<file path="config.mk">
export PLATFORM = sky130hd
export DESIGN_NAME = irq_wdi_reg
export DESIGN_NICKNAME = d
export VERILOG_FILES = /design/src/rtl/irq_wdi_pkg.sv /design/src/rtl/irq_wdi_flag.sv /design/src/rtl/irq_wdi_strobe.sv /design/src/rtl/irq_wdi_reg.sv
export SDC_FILE = /design/constraint.sdc
export NUM_CORES = 1
export LEC_CHECK = 0
export BUFFER_PORTS_ARGS = -buffer_cell sky130_fd_sc_hd__buf_4
export CAP_MARGIN = 20
export CORE_AREA = 3 3 40 42
export CTS_BUF_LIST = sky130_fd_sc_hd__clkbuf_4
export DETAILED_ROUTE_END_ITERATION = 10
export DIE_AREA = 0 0 43 45
export GPL_TIMING_DRIVEN = 0
export PLACE_DENSITY_LB_ADDON = 0.2
export SYNTH_ARGS = -nofsm -noshare
export SYNTH_HDL_FRONTEND = slang
export SYNTH_SLANG_ARGS = --single-unit
</file>
<file path="constraint.sdc">
create_clock -name clk -period 2.1 [get_ports clk]
set_clock_uncertainty 0.15 [all_clocks]
set_input_delay 0.105 -clock clk [delete_from_list [all_inputs] [get_ports clk]]
set_output_delay 0.105 -clock clk [all_outputs]
set_load 0.01 [all_outputs]
</file>
<file path="src/rtl/irq_wdi_pkg.sv">
package irq_wdi_pkg;
    localparam int NUM_FLAGS = 2;
    localparam int XFER_BIT  = 0;
    localparam int RTC_BIT   = 1;

    typedef struct packed {
        logic flag;
    } flag_st_t;

    typedef struct packed {
        logic pulse;
    } strobe_st_t;
endpackage

</file>
<file path="src/rtl/irq_wdi_flag.sv">
module irq_wdi_flag
    import irq_wdi_pkg::*;
(
    input  logic clk,
    input  logic rst_n,
    input  logic set_evt,
    input  logic wr_hit,
    input  logic wr_bit,
    output logic flag
);
    flag_st_t st_d, st_q;

    always_comb begin
        st_d = st_q;
        if (wr_hit && !wr_bit)
            st_d.flag = 1'b0;
        if (set_evt)
            st_d.flag = 1'b1;   // set has priority over clear
    end

    always_ff @(posedge clk) begin
        if (!rst_n) st_q <= '0;
        else        st_q <= st_d;
    end

    assign flag = st_q.flag;

    // an event always leaves the flag set
    p_set_wins_r5: assert property (@(posedge clk) disable iff (!rst_n)
        set_evt |=> flag);

    // software alone can never raise a flag
    p_no_sw_set_r9: assert property (@(posedge clk) disable iff (!rst_n)
        (!flag && !set_evt) |=> !flag);

    // without a clear the flag is sticky
    p_sticky_r2: assert property (@(posedge clk) disable iff (!rst_n)
        (flag && !(wr_hit && !wr_bit)) |=> flag);
endmodule

</file>
<file path="src/rtl/irq_wdi_strobe.sv">
module irq_wdi_strobe
    import irq_wdi_pkg::*;
(
    input  logic clk,
    input  logic rst_n,
    input  logic fire,
    output logic pulse
);
    strobe_st_t st_d, st_q;

    always_comb begin
        st_d       = st_q;
        st_d.pulse = fire;
    end

    always_ff @(posedge clk) begin
        if (!rst_n) st_q <= '0;
        else        st_q <= st_d;
    end

    assign pulse = st_q.pulse;

    // pulse follows a qualifying write by one cycle
    p_pulse_after_r6: assert property (@(posedge clk) disable iff (!rst_n)
        fire |=> pulse);

    // no qualifying write, no pulse
    p_no_spurious_r6: assert property (@(posedge clk) disable iff (!rst_n)
        !fire |=> !pulse);
endmodule

</file>
<file path="src/rtl/irq_wdi_reg.sv">
module irq_wdi_reg
    import irq_wdi_pkg::*;
#(
    parameter int                ADDR_W   = 8,
    parameter int                DATA_W   = 8,
    parameter logic [ADDR_W-1:0] REG_ADDR = 8'hE8,
    parameter int                WDT_BIT  = 7
) (
    input  logic              clk,
    input  logic              rst_n,
    input  logic [ADDR_W-1:0] bus_addr,
    input  logic              bus_wr,
    input  logic [DATA_W-1:0] bus_wdata,
    output logic [DATA_W-1:0] bus_rdata,
    input  logic              xfer_evt,
    input  logic              rtc_evt,
    output logic [NUM_FLAGS-1:0] irq_flags,
    output logic              wdt_restart
);
    logic                 sel;
    logic                 wr_hit;
    logic [NUM_FLAGS-1:0] evt;
    logic                 wdata_unused;

    assign sel    = (bus_addr == REG_ADDR);
    assign wr_hit = bus_wr && sel;

    always_comb begin
        evt           = '0;
        evt[XFER_BIT] = xfer_evt;
        evt[RTC_BIT]  = rtc_evt;
    end

    assign wdata_unused = ^bus_wdata;

    for (genvar i = 0; i < NUM_FLAGS; i++) begin : g_flag
        irq_wdi_flag u_flag (
            .clk     (clk),
            .rst_n   (rst_n),
            .set_evt (evt[i]),
            .wr_hit  (wr_hit),
            .wr_bit  (bus_wdata[i]),
            .flag    (irq_flags[i])
        );
    end

    irq_wdi_strobe u_strobe (
        .clk   (clk),
        .rst_n (rst_n),
        .fire  (wr_hit && bus_wdata[WDT_BIT]),
        .pulse (wdt_restart)
    );

    always_comb begin
        bus_rdata = '0;
        if (sel)
            bus_rdata[NUM_FLAGS-1:0] = irq_flags;
    end

    // bits above the flags always read zero
    p_rdata_clean_r7: assert property (@(posedge clk) disable iff (!rst_n)
        bus_rdata[DATA_W-1:NUM_FLAGS] == '0);

    // a write elsewhere, with no event, leaves the flags alone
    p_miss_quiet_r8: assert property (@(posedge clk) disable iff (!rst_n)
        (bus_wr && !sel && !xfer_evt && !rtc_evt) |=> $stable(irq_flags));
endmodule

</file>
Yosys cells after proc, flatten, opt, wreduce, memory -nomap -nowiden --
Cells that the tools add are included.
Word-level totals: input port bits 21, output and inout bits 11, word-level logic and storage cells 17, bits in registers 3
Cells by class: reduce and logical (&&, ||, !) cells 8, multiplexer cells 5, equality and inequality tests 1
Operators by type and width (number):
- $eq 8x8->1 const B | 1
- $logic_and 1x1->1 | 4
- $mux 1 | 4
- $reduce_bool 2->1 | 2
- $logic_not 1->1 | 2
- $mux 2 | 1

Longest topological paths before layout --
depth in word-level cells 5, depth in mapped cells 3, depth with buffers taken out 3

Modules after synthesis --
Synthesis repeated with hierarchy kept, for this count alone.
Unflattened totals: cells, all modules 27, area total of the unflattened synthesis 220.2 um^2
Modules (own cells, without submodules):
- irq_wdi_reg | area each 111.4 um^2, instances 1, cells an instance 17, seq. area each 0.0 um^2
- irq_wdi_flag | area each 41.3 um^2, instances 2, cells an instance 4, seq. area each 20.0 um^2
- irq_wdi_strobe | area each 26.3 um^2, instances 1, cells an instance 2, seq. area each 20.0 um^2

Worst setup path before layout --
No wires, ideal clock.
path type input to output, start point input port bus_addr[2], end point output port bus_rdata[1], arrival 0.711 ns, required time 1.845 ns, slack 1.134 ns, cell stages on the path 3, buffers on the path 0, path through nand4b_2 > nor4_4 > and2_2
On the way: word-level cells in the longest chain between the ends 2
RTL lines:
- start, declared | RTL line irq_wdi_reg.sv:11 | input logic [ADDR_W-1:0] bus_addr,
- $eq 8x8->1 | RTL line irq_wdi_reg.sv:25 | assign sel = (bus_addr == REG_ADDR);
- $mux 2 | RTL line irq_wdi_reg.sv:56 | if (sel)
- end, declared | RTL line irq_wdi_reg.sv:14 | output logic [DATA_W-1:0] bus_rdata,
Every way passes these cells.

==> flow_summary.toml <==
[setup_path]
timing.critical_path.max_delay_family = "buffers and inverters"
critical_path.max_stage_delay_ns = 0.56
critical_path_arrival_ns = 1.47
cp_slowest_cell = "dlygate4sd3_1"
crit_path_frequent_cell = "dlygate4sd3_1"
setup.worst_path.class = "in2reg"
critical_path.startpoint_type = "input port"
crit_path_max_fanout = 3
cp_num_cells = 5
critPathBufInv = 3
timing.critical_path.required_ns = 2.06
r2r.worst_path.cells = 3
crit_path_end_kind = "flip-flop"
critical_path.cell_chain = "dlygate4sd3_1, buf_4, o21ai_0, a31oi_1, dlygate4sd3_1"

[route]
routed_via_density = 3.458
drc = 0
antenna_left = 0
detail_route.wl_per_cell_um = 8.417
vias = 249
detail_route.iter0.violations = 1
dr.pass1.iters = 3
detail_route.wirelength_um = 606

[placement]
place_area_sq_um = 414.1
gp_congestion = 0.5759
placement.io_buffers = 20

[floorplan]
initial_core_utilization_pct = 17.62
coreArea_sq_mm = 0.001285
die-area_sq_mm = 0.001935
die_height_um = 45
fp.dieW_um = 43
io_pins = 32
placement_rows = 13

[grt]
largest_net_degree_at_the_start_of_global_routing = 6
first_pass_grt_wire_length_um = 862
grt-ovfl-total = 0
grt_pass1_vias = 226
globalRouteTotalUtil_pct = 6.312
grt_antenna_before_repair = 0

[min_path]
hold-path-cell-count = 3
hold_path_class = "in2reg"

[synth]
synth_cell_types = 12
synth_area_sq_um = 226.5
syn-mean-instance-area_sq_um = 9.436
yosys_register_bits = 3
synth-warning-count = 0
synthCells = 24
synth-seq-area-share_pct = 26.52

[clock_tree]
cts_tree = "built"
clk-insertion-delay-late_ns = 0.23
clock_tree.htree_level_count = 1
clk_transition_reported_paths_ns = 0.04
clock_tree.buffer_depth = 2
cts_sinks = 3
cts_buffers = 3
cts_root_buf = "clkbuf_4"

[pwr]
vdd_drop_max_mv = 0.1070
total_leakage_power_nw = 0.2608
power_per_cell_area_mw_per_mm2 = 483.3
report.power.total_w = 0.0002340

[timing]
finalSetupTns_ns = 0
setup_viol = 0
timing.final.max_slew_violations = 0
grt_setup_unrepaired = "false"
post-route-period-util_pct = 71.60
timing_hold_violations_final = 0
finalWorstPathRequiredPeriod_ns = 1.504
max_clock_freq_mhz = 665.0
fin_hold_ws_ns = 0.01858

[finish]
fin_nets = 79
final_util_pct = 37.68
area.growth.synth_to_final_pct = 113.8
register_area_sq_um = 60.06
stdcell_area_sq_um = 484.2
multi_input_area_sq_um = 125.1
n_fill_cell = 148
fraction_of_layout_cells_with_a_size_suffix_above_1_pct = 63.16
final_common_cell = "buf_4"
antenna_cells = 0
most-common-layout-cells = "buf_4, conb_1, clkbuf_4, dlygate4sd3_1, dfxtp_1"

[run_status]
outcome = "complete, no violations"

[run]
maxCapViolations = 0
==> layout make-up <==
| type | instances | share of cell area (%) |
|---|---|---|
| multi-input combinational | 18 | 25.84 |
| timing repair buffer | 24 | 39.28 |
| sequential | 3 | 12.40 |
| clock buffer | 4 | 6.202 |
| tap | 15 | 3.876 |
| buffer | 8 | 12.40 |
==> where the power goes <==
part / leakage [nW] / switching (W) / total [W] / internal [W]
clock: 0.0184 / 0.0000275 / 0.000111 / 0.0000839
combinational: 0.218 / 0.0000199 / 0.0000606 / 0.0000407
sequential: 0.0248 / 0.00000187 / 0.0000620 / 0.0000601
==> path summary, 6_finish.rpt <==
path                                            from                            endpoint  slack [ns]
setup reg to reg  g_flag[0].u_flag.flag$_SDFFE_PN0P_  g_flag[0].u_flag.flag$_SDFFE_PN0P_        0.74
setup / recovery                               rst_n  g_flag[0].u_flag.flag$_SDFFE_PN0P_        0.60
hold / removal                          bus_wdata[1]  g_flag[1].u_flag.flag$_SDFFE_PN0P_        0.02
hold reg to reg   g_flag[1].u_flag.flag$_SDFFE_PN0P_  g_flag[1].u_flag.flag$_SDFFE_PN0P_        0.42
==> flip-flops by register name, indices dropped and copies added (netlist names) <==
signal,count
g_flag.u_flag.flag,2
u_strobe.pulse,1
==> cell families (layout without fill, tap and decap cells) <==
group | count (synthesis) | count (layout) | share of synthesized area [%]
buffers and inverters | 8 | 36 | 26.52
AOI/OAI and AO/OA | 4 | 4 | 9.944
and+or+nand+nor | 8 | 8 | 35.36
DFF | 3 | 3 | 26.52
other | 1 | 6 | 1.656
==> worst register-to-register path, cell delays in order, from the launching register on <==
cell	delay [ns]
dfxtp_1	0.31
o21ai_0	0.18
a31oi_1	0.05
dlygate4sd3_1	0.56
==> cell usage after synthesis, drive strengths merged <==
| master | instances | share of area, % |
|---|---|---|
| nand2b | 1 | 6.1 |
| conb | 1 | 1.7 |
| nor4 | 1 | 9.4 |
| and2 | 2 | 6.1 |
| nand4b | 1 | 6.6 |
| o21ai | 2 | 4.4 |
| buf | 8 | 27 |
| nor2 | 2 | 3.3 |
| a31oi | 2 | 5.5 |
| dfxtp | 3 | 27 |
| and4 | 1 | 3.9 |
==> per-stage QoR <==
step                      setup slack, ns  std cells
after floorplan                     1.134         29
after global placement             0.8683         64
after detailed placement           0.8631         64
after CTS                          0.6235         72
after global routing               0.5710         72
final                              0.5963         72
==> timing repair <==
action	CTS	global route
resized for setup	0	0
hold endpoints to repair	3	0
buffers inserted	0	0
hold buffers	4	0
==> metal layers <==
| layer | up-vias | global-route usage (%) | wire (um) | part of all wire [%] |
|---|---|---|---|---|
| met1 | 103 | 5.024 | 181 | 30 |
| met2 | 10 | 11.98 | 383 | 63 |
| met5 | - | 0 | 0 | 0 |
| met4 | 0 | 5.422 | 0 | 0 |
| li1 | 136 | - | - | - |
| met3 | 0 | 2.390 | 41 | 6.8 |
Note: power is estimated with default switching activity, not from simulation.
